==> src/rtl/ufifo_pkg.sv <==
package ufifo_pkg;
  localparam int DATA_W = 8;
  localparam int DEPTH  = 16;
  localparam int LVL_W  = $clog2(DEPTH + 1);

  typedef struct packed {
    logic       rxFlush;
    logic       txFlush;
    logic [1:0] trigSel;
  } ctrlStrobes_t;

  function automatic logic [LVL_W-1:0] trigThresh(input logic [1:0] sel);
    case (sel)
      2'b00:   trigThresh = LVL_W'(1);
      2'b01:   trigThresh = LVL_W'(4);
      2'b10:   trigThresh = LVL_W'(8);
      default: trigThresh = LVL_W'(14);
    endcase
  endfunction
endpackage

==> src/rtl/ufifo_buf.sv <==
module ufifo_buf #(
  parameter int W = 8,
  parameter int DEPTH = 16,
  localparam int PW = $clog2(DEPTH),
  localparam int LW = $clog2(DEPTH + 1)
) (
  input  logic          clk,
  input  logic          rstN,
  input  logic          flush,
  input  logic          pushEn,
  input  logic [W-1:0]  pushData,
  input  logic          popEn,
  output logic [W-1:0]  popData,
  output logic [LW-1:0] level,
  output logic          full,
  output logic          empty,
  output logic          overflow
);
  logic [W-1:0]  mem [DEPTH];
  logic [PW-1:0] wrPtr, rdPtr;
  logic [LW-1:0] count;
  logic          doPush, doPop;

  assign full    = (count == LW'(DEPTH));
  assign empty   = (count == '0);
  assign level   = count;
  assign popData = mem[rdPtr];
  assign doPush  = pushEn && !full && !flush;
  assign doPop   = popEn && !empty && !flush;

  function automatic logic [PW-1:0] nextPtr(input logic [PW-1:0] p);
    nextPtr = (p == PW'(DEPTH - 1)) ? '0 : p + 1'b1;
  endfunction

  always_ff @(posedge clk) begin
    if (doPush) mem[wrPtr] <= pushData;
  end

  always_ff @(posedge clk or negedge rstN) begin
    if (!rstN) begin
      wrPtr    <= '0;
      rdPtr    <= '0;
      count    <= '0;
      overflow <= 1'b0;
    end else begin
      overflow <= pushEn && full && !flush;
      if (flush) begin
        wrPtr <= '0;
        rdPtr <= '0;
        count <= '0;
      end else begin
        if (doPush) wrPtr <= nextPtr(wrPtr);
        if (doPop)  rdPtr <= nextPtr(rdPtr);
        case ({doPush, doPop})
          2'b10:   count <= count + 1'b1;
          2'b01:   count <= count - 1'b1;
          default: count <= count;
        endcase
      end
    end
  end
endmodule

==> src/rtl/ufifo_cfg.sv <==
module ufifo_cfg
  import ufifo_pkg::*;
(
  input  logic              clk,
  input  logic              rstN,
  input  logic              cfgWrEn,
  input  logic [DATA_W-1:0] cfgWrData,
  output logic              fifoEnable,
  output ctrlStrobes_t      strobes
);
  logic [1:0] trigSelQ;
  logic       toggle, accept;

  assign toggle = cfgWrEn && (cfgWrData[0] != fifoEnable);
  assign accept = cfgWrEn && cfgWrData[0];

  always_comb begin
    strobes.rxFlush = toggle || (accept && cfgWrData[1]);
    strobes.txFlush = toggle || (accept && cfgWrData[2]);
    strobes.trigSel = trigSelQ;
  end

  always_ff @(posedge clk or negedge rstN) begin
    if (!rstN) begin
      fifoEnable <= 1'b0;
      trigSelQ   <= 2'b00;
    end else if (cfgWrEn) begin
      fifoEnable <= cfgWrData[0];
      if (accept) trigSelQ <= cfgWrData[7:6];
    end
  end
endmodule

==> src/rtl/ufifo_dp.sv <==
module ufifo_dp
  import ufifo_pkg::*;
(
  input  logic              clk,
  input  logic              rstN,
  input  ctrlStrobes_t      strobes,
  input  logic              rxPushEn,
  input  logic [DATA_W-1:0] rxPushData,
  input  logic              rxPopEn,
  output logic [DATA_W-1:0] rxPopData,
  output logic [LVL_W-1:0]  rxLevel,
  output logic              rxFull,
  output logic              rxEmpty,
  output logic              rxOverflow,
  input  logic              txPushEn,
  input  logic [DATA_W-1:0] txPushData,
  input  logic              txPopEn,
  output logic [DATA_W-1:0] txPopData,
  output logic [LVL_W-1:0]  txLevel,
  output logic              txFull,
  output logic              txEmpty,
  output logic              txOverflow,
  output logic              rxTrigIrq
);
  ufifo_buf #(.W(DATA_W), .DEPTH(DEPTH)) rxBuf_i (
    .clk(clk), .rstN(rstN), .flush(strobes.rxFlush),
    .pushEn(rxPushEn), .pushData(rxPushData), .popEn(rxPopEn),
    .popData(rxPopData), .level(rxLevel), .full(rxFull),
    .empty(rxEmpty), .overflow(rxOverflow)
  );

  ufifo_buf #(.W(DATA_W), .DEPTH(DEPTH)) txBuf_i (
    .clk(clk), .rstN(rstN), .flush(strobes.txFlush),
    .pushEn(txPushEn), .pushData(txPushData), .popEn(txPopEn),
    .popData(txPopData), .level(txLevel), .full(txFull),
    .empty(txEmpty), .overflow(txOverflow)
  );

  assign rxTrigIrq = (rxLevel >= trigThresh(strobes.trigSel));
endmodule

==> src/rtl/ufifo_ctrl_top.sv <==
module ufifo_ctrl_top
  import ufifo_pkg::*;
(
  input  logic              clk,
  input  logic              rstN,
  input  logic              cfgWrEn,
  input  logic [DATA_W-1:0] cfgWrData,
  input  logic              rxPushEn,
  input  logic [DATA_W-1:0] rxPushData,
  input  logic              rxPopEn,
  output logic [DATA_W-1:0] rxPopData,
  output logic [LVL_W-1:0]  rxLevel,
  output logic              rxFull,
  output logic              rxEmpty,
  output logic              rxOverflow,
  input  logic              txPushEn,
  input  logic [DATA_W-1:0] txPushData,
  input  logic              txPopEn,
  output logic [DATA_W-1:0] txPopData,
  output logic [LVL_W-1:0]  txLevel,
  output logic              txFull,
  output logic              txEmpty,
  output logic              txOverflow,
  output logic              fifoEnable,
  output logic              rxTrigIrq
);
  ctrlStrobes_t strobes;

  ufifo_cfg cfg_i (
    .clk(clk), .rstN(rstN), .cfgWrEn(cfgWrEn), .cfgWrData(cfgWrData),
    .fifoEnable(fifoEnable), .strobes(strobes)
  );

  ufifo_dp dp_i (
    .clk(clk), .rstN(rstN), .strobes(strobes),
    .rxPushEn(rxPushEn), .rxPushData(rxPushData), .rxPopEn(rxPopEn),
    .rxPopData(rxPopData), .rxLevel(rxLevel), .rxFull(rxFull),
    .rxEmpty(rxEmpty), .rxOverflow(rxOverflow),
    .txPushEn(txPushEn), .txPushData(txPushData), .txPopEn(txPopEn),
    .txPopData(txPopData), .txLevel(txLevel), .txFull(txFull),
    .txEmpty(txEmpty), .txOverflow(txOverflow),
    .rxTrigIrq(rxTrigIrq)
  );
endmodule

==> config.mk <==
export PLATFORM = sky130hd
export DESIGN_NAME = ufifo_ctrl_top
export DESIGN_NICKNAME = d
export VERILOG_FILES = /design/src/rtl/ufifo_pkg.sv /design/src/rtl/ufifo_buf.sv /design/src/rtl/ufifo_cfg.sv /design/src/rtl/ufifo_dp.sv /design/src/rtl/ufifo_ctrl_top.sv
export SDC_FILE = /design/constraint.sdc
export NUM_CORES = 1
export LEC_CHECK = 0
export BUFFER_PORTS_ARGS = -buffer_cell sky130_fd_sc_hd__buf_4
export CAP_MARGIN = 20
export CORE_MARGIN = 2
export CORE_UTILIZATION = 40
export DETAILED_ROUTE_END_ITERATION = 10
export PLACE_DENSITY = 0.59
export SETUP_SLACK_MARGIN = 0.3
export SYNTH_ARGS = -nofsm -noshare
export SYNTH_HDL_FRONTEND = slang
export SYNTH_SLANG_ARGS = --single-unit
==> constraint.sdc <==
create_clock -name clk -period 8 [get_ports clk]
set_input_delay 0.8 -clock clk [delete_from_list [all_inputs] [get_ports clk]]
set_output_delay 0.8 -clock clk [all_outputs]
set_load 0.005 [all_outputs]
==> results.cfg, run 1 <==
[drt]
routed_via_density = 5.352
vias = 6257
drt_wl_total_um = 23590
wire_per_inst_um = 20.18
first_pass_iters = 5
drcViolationCount = 0
ant_nets = 0
drtIter0Drc = 409

[cells_and_area]
multi_input_area_mm2 = 0.003324
stdcell_area_mm2 = 0.01382
fin_nets = 810
final_util = 0.4674
n_antenna_cell = 0
area_growth_pct = 15.36
fillers = 2528
seqCellArea_mm2 = 0.008466
drive_above_1_share = 0.2503

[timing]
worst_pin_slew_ns = 0.9906
fin_crit_sh = 0.4702
finalMaxSlewViolations = 0
finalHoldViolations = 0
rsz0062_at_grt = no
skew_ns = 0.01007
finalSetupViolCount = 0
period_minus_slack_ns = 3.761
finalSetupTns_ns = 0
timing.fmax_ghz = 0.2659
slew_headroom = 0.3396

[place]
dpl-instance-area_mm2 = 0.01288
numPortBuffers = 61
gp_congestion = 0.7973
hpwlAfterDp_um = 15510

[worst_setup_path]
crit_path_max_fanout = 22
critPathBufInv = 2
worstSetupPathType = reg2out
critical-path-top-delay-family = multiplexers
critPathMaxStageDelay_ns = 0.65
cp.required_ns = 7.20
cp_cell_sequence = buf_4 -> mux4_2 -> mux4_2 -> buf_4
cp_slowest_cell = dfrtp_2
rrSetupSlack_ns = 4.46
critPathCapture = rxPopData[7]
critPathLaunch = dp_i.rxBuf_i.rdPtr[0]
r2r_cells = 10
cp.arrival_ns = 2.96
crit_cells = 4
endpoint_kind = output pin
r2r_end = dp_i.rxBuf_i.level[4]
start_kind = register
timing.rr.start = dp_i.rxBuf_i.level[1]

[clock_tree]
htree_levels = 1
cts_resized = 0
cts-root-buf = clkbuf_16
cts_tree = yes
cts.sinks = 287
clk_pin_slew_ns = 0.06
cts_setup_buffers = 0
cts_buffers = 30
postCtsHoldBufs = 0
clk_latency_ns = 0.54
cts_buffer_depth = 3

[floorplan]
start_util = 0.4052
dieArea_mm2 = 0.03134
row_count = 63
core_mm2 = 0.02956
die_w_um = 177.0
pin_count = 65
die_y_um = 177.0

[pwr]
p_leak_nw = 4.686
power_density_mw_per_mm2 = 302.5
ir_drop_mv = 0.2019

[synthesis]
synth_top_family_by_area = multiplexers
synthSimpleGateAreaFrac = 0.05349
ys_ff_latch = 287
syn_nets = 737
synthAdderAreaFrac = 0.02424
syn_area_mm2 = 0.01198
ys_seq_area_frac = 0.7066
synth.distinct_cells = 47
synth_ff_type = edfxtp_1
synth-compound-area-share = 0.04994
synth_cells = 684
synth_xor_area_frac = 0.01097
synth-edff-count = 256
yosys_warnings = 0
synth.area.mux_share = 0.1389
postSynthAreaPerCell_um2 = 17.51
synthArstFlopShare = 0.1080

[global_route]
grt_pass1_wl_um = 36970
globalRouteTotalUtil = 0.1539
antenna_found_initial = 0
grt_max_degree = 54
grt-ovfl-total = 0
grt_pass1_vias = 6590

[run_status]
status = complete, no violations

[min_path]
hold_class = in2async

[run]
drv_cap = 0
[through the flow]
step                instances  hold slack [ns]  power, mW  setup slack, ns
global placement         1114           0.5484      2.869            4.445
floorplan                 684           0.5044      2.556            5.050
global route             1169           0.2070      4.392            4.019
finish                   1169           0.1908      4.180            4.239
CTS                      1169           0.1897      4.242            4.149
detailed placement       1115           0.5619      2.919            4.300
[cell usage after synthesis (4+ instances only)]
cell	instances	share of area
ha_1	20	0.021
dfrtp_1	31	0.065
buf_1	5	0.0016
o21a_1	5	0.0031
mux2_2	10	0.0094
buf_2	7	0.0029
nand3_1	7	0.0029
nand3b_1	6	0.0038
o21ai_0	21	0.0088
mux2i_1	29	0.024
nor2b_1	5	0.0026
a22oi_1	10	0.0063
a21oi_1	21	0.0088
nor2_1	51	0.016
nand2b_1	9	0.0047
nand2_1	30	0.0094
inv_1	13	0.0041
a221oi_1	8	0.0059
nor3_1	14	0.0059
clkbuf_1	17	0.0053
mux4_2	56	0.11
edfxtp_1	256	0.64
xor2_1	4	0.0029
xnor2_1	6	0.0044
[flip-flops by register name, summed over array words and instances (netlist names)]
name,flops
dp_i.rxBuf_i.mem,128
dp_i.txBuf_i.mem,128
dp_i.rxBuf_i.level,5
dp_i.txBuf_i.level,5
dp_i.rxBuf_i.rdPtr,4
dp_i.rxBuf_i.wrPtr,4
dp_i.txBuf_i.rdPtr,4
dp_i.txBuf_i.wrPtr,4
cfg_i.trigSelQ,2
cfg_i.fifoEnable,1
dp_i.rxBuf_i.overflow,1
dp_i.txBuf_i.overflow,1
[power by group]
part / total (mW) / internal [mW] / switching, mW
Sequential: 1.84 / 1.73 / 0.112
Clock: 1.31 / 0.765 / 0.541
Combinational: 1.04 / 0.539 / 0.497
[final cells by class]
class	count	area share
Timing Repair Buffer	73	0.03994
Multi-Input combinational cell	352	0.2406
Clock inverter	20	0.01087
Sequential cell	287	0.6127
Clock buffer	34	0.05696
Inverter	13	0.003532
Tap cell	390	0.03532
[cells in the final DEF, fill, tap and decap left out, types with 3 or more instances in the layout]
cell         n
nand3_1      7
nand2b_1     9
and3b_1      3
mux4_2      56
edfxtp_1   256
xor2_1       4
clkinv_2     8
mux2_2      10
a21oi_1     21
clkbuf_16   31
nor3_1      14
nor2b_1      5
a31oi_1      3
xnor2_1      6
o21ai_0     21
o21a_1       5
a221oi_1     8
inv_1       13
nand2_1     30
mux2i_1     29
ha_1        20
a22oi_1     10
buf_4       72
nor2_1      51
dfrtp_1     29
and2_1       3
a21o_1       3
nand3b_1     6
clkbuf_1     3
clkinv_1     7
[routing by layer]
| metal | up-vias | wire (um) | global-route usage |
|---|---|---|---|
| met5 | - | 0 | 0 |
| met4 | 0 | 329 | 0.03581 |
| met3 | 26 | 1018 | 0.02341 |
| met2 | 125 | 12100 | 0.2708 |
| met1 | 3251 | 10140 | 0.2013 |
| li1 | 2855 | - | - |
[how the worst min path moves through the flow]
stage                                  from  depth (start not counted)  slack (ns)                    end
after floorplan                        rstN                          0        0.50       cfg_i.fifoEnable
after global placement    cfg_i.trigSelQ[0]                          1        0.55      cfg_i.trigSelQ[0]
after detailed placement  cfg_i.trigSelQ[0]                          1        0.56      cfg_i.trigSelQ[0]
after CTS                              rstN                          1        0.19  dp_i.txBuf_i.rdPtr[2]
after global routing                   rstN                          1        0.21      cfg_i.trigSelQ[1]
final                                  rstN                          1        0.19      cfg_i.trigSelQ[0]
[cell families after synthesis]
| group | Yosys count |
|---|---|
| AO/OA/AOI/OAI | 88 |
| multiplexers | 95 |
| flip-flops | 287 |
| XOR/XNOR | 12 |
| buffers and inverters | 45 |
| AND/OR/NAND/NOR | 135 |
| adder cells (fa/ha/maj) | 22 |
No activity file was read; power rests on OpenSTA's default activity.
==> inputs of run 2 (changes only) <==
Settings changed: ABC_AREA set to 1.
Clock period 8 ns to 3.74 ns, I/O delays scaled along.
==> results.cfg, run 2 <==
[clock_tree]
cts_buffer_depth = 3
cts_buffers = 30
cts-root-buf = clkbuf_16
cts_tree = yes
clk_latency_ns = 0.56
cts_setup_buffers = 0
clk_pin_slew_ns = 0.06
cts.sinks = 287
htree_levels = 1

[cells_and_area]
reg_top3 = dp_i.rxBuf_i.mem x128, dp_i.txBuf_i.mem x128
layout_common_cells = edfxtp_1 (256), nand2_1 (243), nor2_1 (92), o21ai_0 (75), nand3_1 (73)
n_antenna_cell = 0
drive_above_1_share = 0.1267
fin_nets = 1151
fillers = 2723
final_common_cell = edfxtp_1
area_growth_pct = 14.57

[min_path]
hold_class = in2reg
hold_path_depth = 2
whs_endpoint = cfg_i.fifoEnable
min_from = cfgWrEn

[synthesis]
synth.most_common_cell = edfxtp_1
postSynthAreaPerCell_um2 = 11.70
syn_area_mm2 = 0.01215
synth_ff_type = edfxtp_1
synth_top_area_share = 0.6329
synth_cells = 1038
synthTopCellsByArea = edfxtp_1 (63%), nand2_1 (7.5%), dfrtp_1 (6.4%)
synthTopCellsByCount = edfxtp_1 (256), nand2_1 (243), nor2_1 (92)
synthArstFlopShare = 0.1080
syn_nets = 1091
yosys_warnings = 0
synth-edff-count = 256
yosys.area.top_type = edfxtp_1
synth.distinct_cells = 35
ys_seq_area_frac = 0.6968
ys_ff_latch = 287

[drt]
first_pass_iters = 5
ant_nets = 0
vias = 7850
routed_via_density = 5.195
drt_wl_total_um = 27380
drtIter0Drc = 596
wire_per_inst_um = 18.12
drcViolationCount = 0

[global_route]
globalRouteTotalUtil = 0.1743
antenna_found_initial = 0
grt_pass1_wl_um = 42740
grt_pass1_vias = 7532
grt-ovfl-total = 0
grt_max_degree = 55

[timing]
period_minus_slack_ns = 3.069
skew_ns = 0.02452
finalHoldViolations = 0
finalSetupTns_ns = 0
fin_ws_ns = 0.6706
worst_pin_slew_ns = 1.033
hold-worst-slack_ns = 0.03161
rsz0062_at_grt = no
finalMaxSlewViolations = 0
slew_headroom = 0.3088
fin_crit_sh = 0.8207
finalSetupViolCount = 0
timing.fmax_ghz = 0.3258

[worst_setup_path]
endpoint_kind = output pin
r2r_cells = 7
worstSetupPathType = reg2out
start_kind = register
crit_path_max_fanout = 51
cp.arrival_ns = 2.70
rrSetupSlack_ns = 1.35
cp.required_ns = 3.37
timing.rr.start = cfg_i.fifoEnable
r2r_end = dp_i.rxBuf_i.mem[5][0]

[pwr]
ir_drop_mv = 0.5177
power_density_mw_per_mm2 = 674.8
p_leak_nw = 5.195

[floorplan]
row_count = 63
die_y_um = 178.3
dieArea_mm2 = 0.03177
pin_count = 65
core_mm2 = 0.02980
start_util = 0.4076
die_w_um = 178.3

[run_status]
status = complete, no violations

[run]
drv_cap = 0

[place]
gp_congestion = 0.7750
pre_cts_ws_ns = 1.151
hpwlAfterDp_um = 16710
numPortBuffers = 61
==> run 2: changes by cell type in the layout (fill, tap and decap cells not counted), moves of 25 or more <==
| cell | change |
|---|---|
| nand2_1 | +213 |
| nand3_1 | +66 |
| mux4_2 | -56 |
| o21ai_0 | +54 |
| nor2_1 | +41 |
| inv_1 | +40 |
| mux2i_1 | -29 |
| o22ai_1 | +25 |
==> run 2: worst max-delay path by stage <==
stage	startpoint	slack, ns	end
floorplan	dp_i.rxBuf_i.level[1]	1.71	dp_i.rxBuf_i.level[4]
CTS	dp_i.txBuf_i.rdPtr[0]	0.52	txPopData[6]
global route	dp_i.txBuf_i.rdPtr[0]	0.45	txPopData[3]
finish	dp_i.txBuf_i.rdPtr[0]	0.67	txPopData[3]
detailed placement	dp_i.txBuf_i.rdPtr[0]	1.15	txPopData[3]
global placement	dp_i.txBuf_i.rdPtr[0]	1.12	txPopData[4]
==> run 2: kinds of logic after synthesis <==
logic type / Yosys count / share of synthesized area
and+or+nand+nor: 450 / 0.1576
DFF: 287 / 0.6968
AOI/OAI and AO/OA: 169 / 0.08138
buffers and inverters: 105 / 0.03667
adders and majority gates: 22 / 0.02390
xor gates and xnor gates: 5 / 0.003606
==> run 2: cell type report <==
cell class,instances,area [um^2],share of cell area
flip-flops and latches,287,8464,0.6083
multi-input cells,646,3242,0.2330
clock buffers,40,808.3,0.05809
repair buffers,73,550.5,0.03956
well taps,390,488.0,0.03507
inverters,60,227.7,0.01637
clock inverters,15,133.9,0.009621
==> run 2: stage by stage <==
stage / total power [mW] / utilization / std cells / cell area, um^2
finish: 9.390 / 0.4670 / 1511 / 13910
global route: 9.932 / 0.4670 / 1511 / 13910
global placement: 6.579 / 0.4350 / 1455 / 12960
CTS: 9.465 / 0.4669 / 1511 / 13910
floorplan: 5.614 / - / 1038 / 12150
detailed placement: 6.609 / 0.4350 / 1455 / 12960
==> run 2: layer usage <==
| layer | track usage | wire, um | share of wire | vias up |
|---|---|---|---|---|
| li1 | - | - | - | 3801 |
| met1 | 0.2447 | 12440 | 0.45 | 3791 |
| met2 | 0.2889 | 12930 | 0.47 | 222 |
| met3 | 0.02536 | 1558 | 0.057 | 36 |
| met4 | 0.03760 | 449 | 0.016 | 0 |
| met5 | 0 | 0 | 0 | - |
==> run 2: report_power, final <==
part / leakage (nW) / internal [mW] / total (mW) / switching [mW]
sequential: 2.71 / 3.66 / 3.83 / 0.170
combinational: 2.03 / 0.975 / 2.70 / 1.72
clock: 0.456 / 1.65 / 2.86 / 1.22
==> run 2: timing repair <==
item                                    CTS  global route
hold buffers                              1             0
resized for setup                         0             2
endpoints found under the hold margin    31             0
endpoints found under the setup margin    0             1
==> run 2: worst max-delay path: stages, from the launching register on <==
cell and delay (ns):
dfrtp_2 0.74, buf_4 0.53, o21ai_0 0.17, o211ai_1 0.30, nand4_1 0.12, nand2_1 0.11
buf_4 0.12
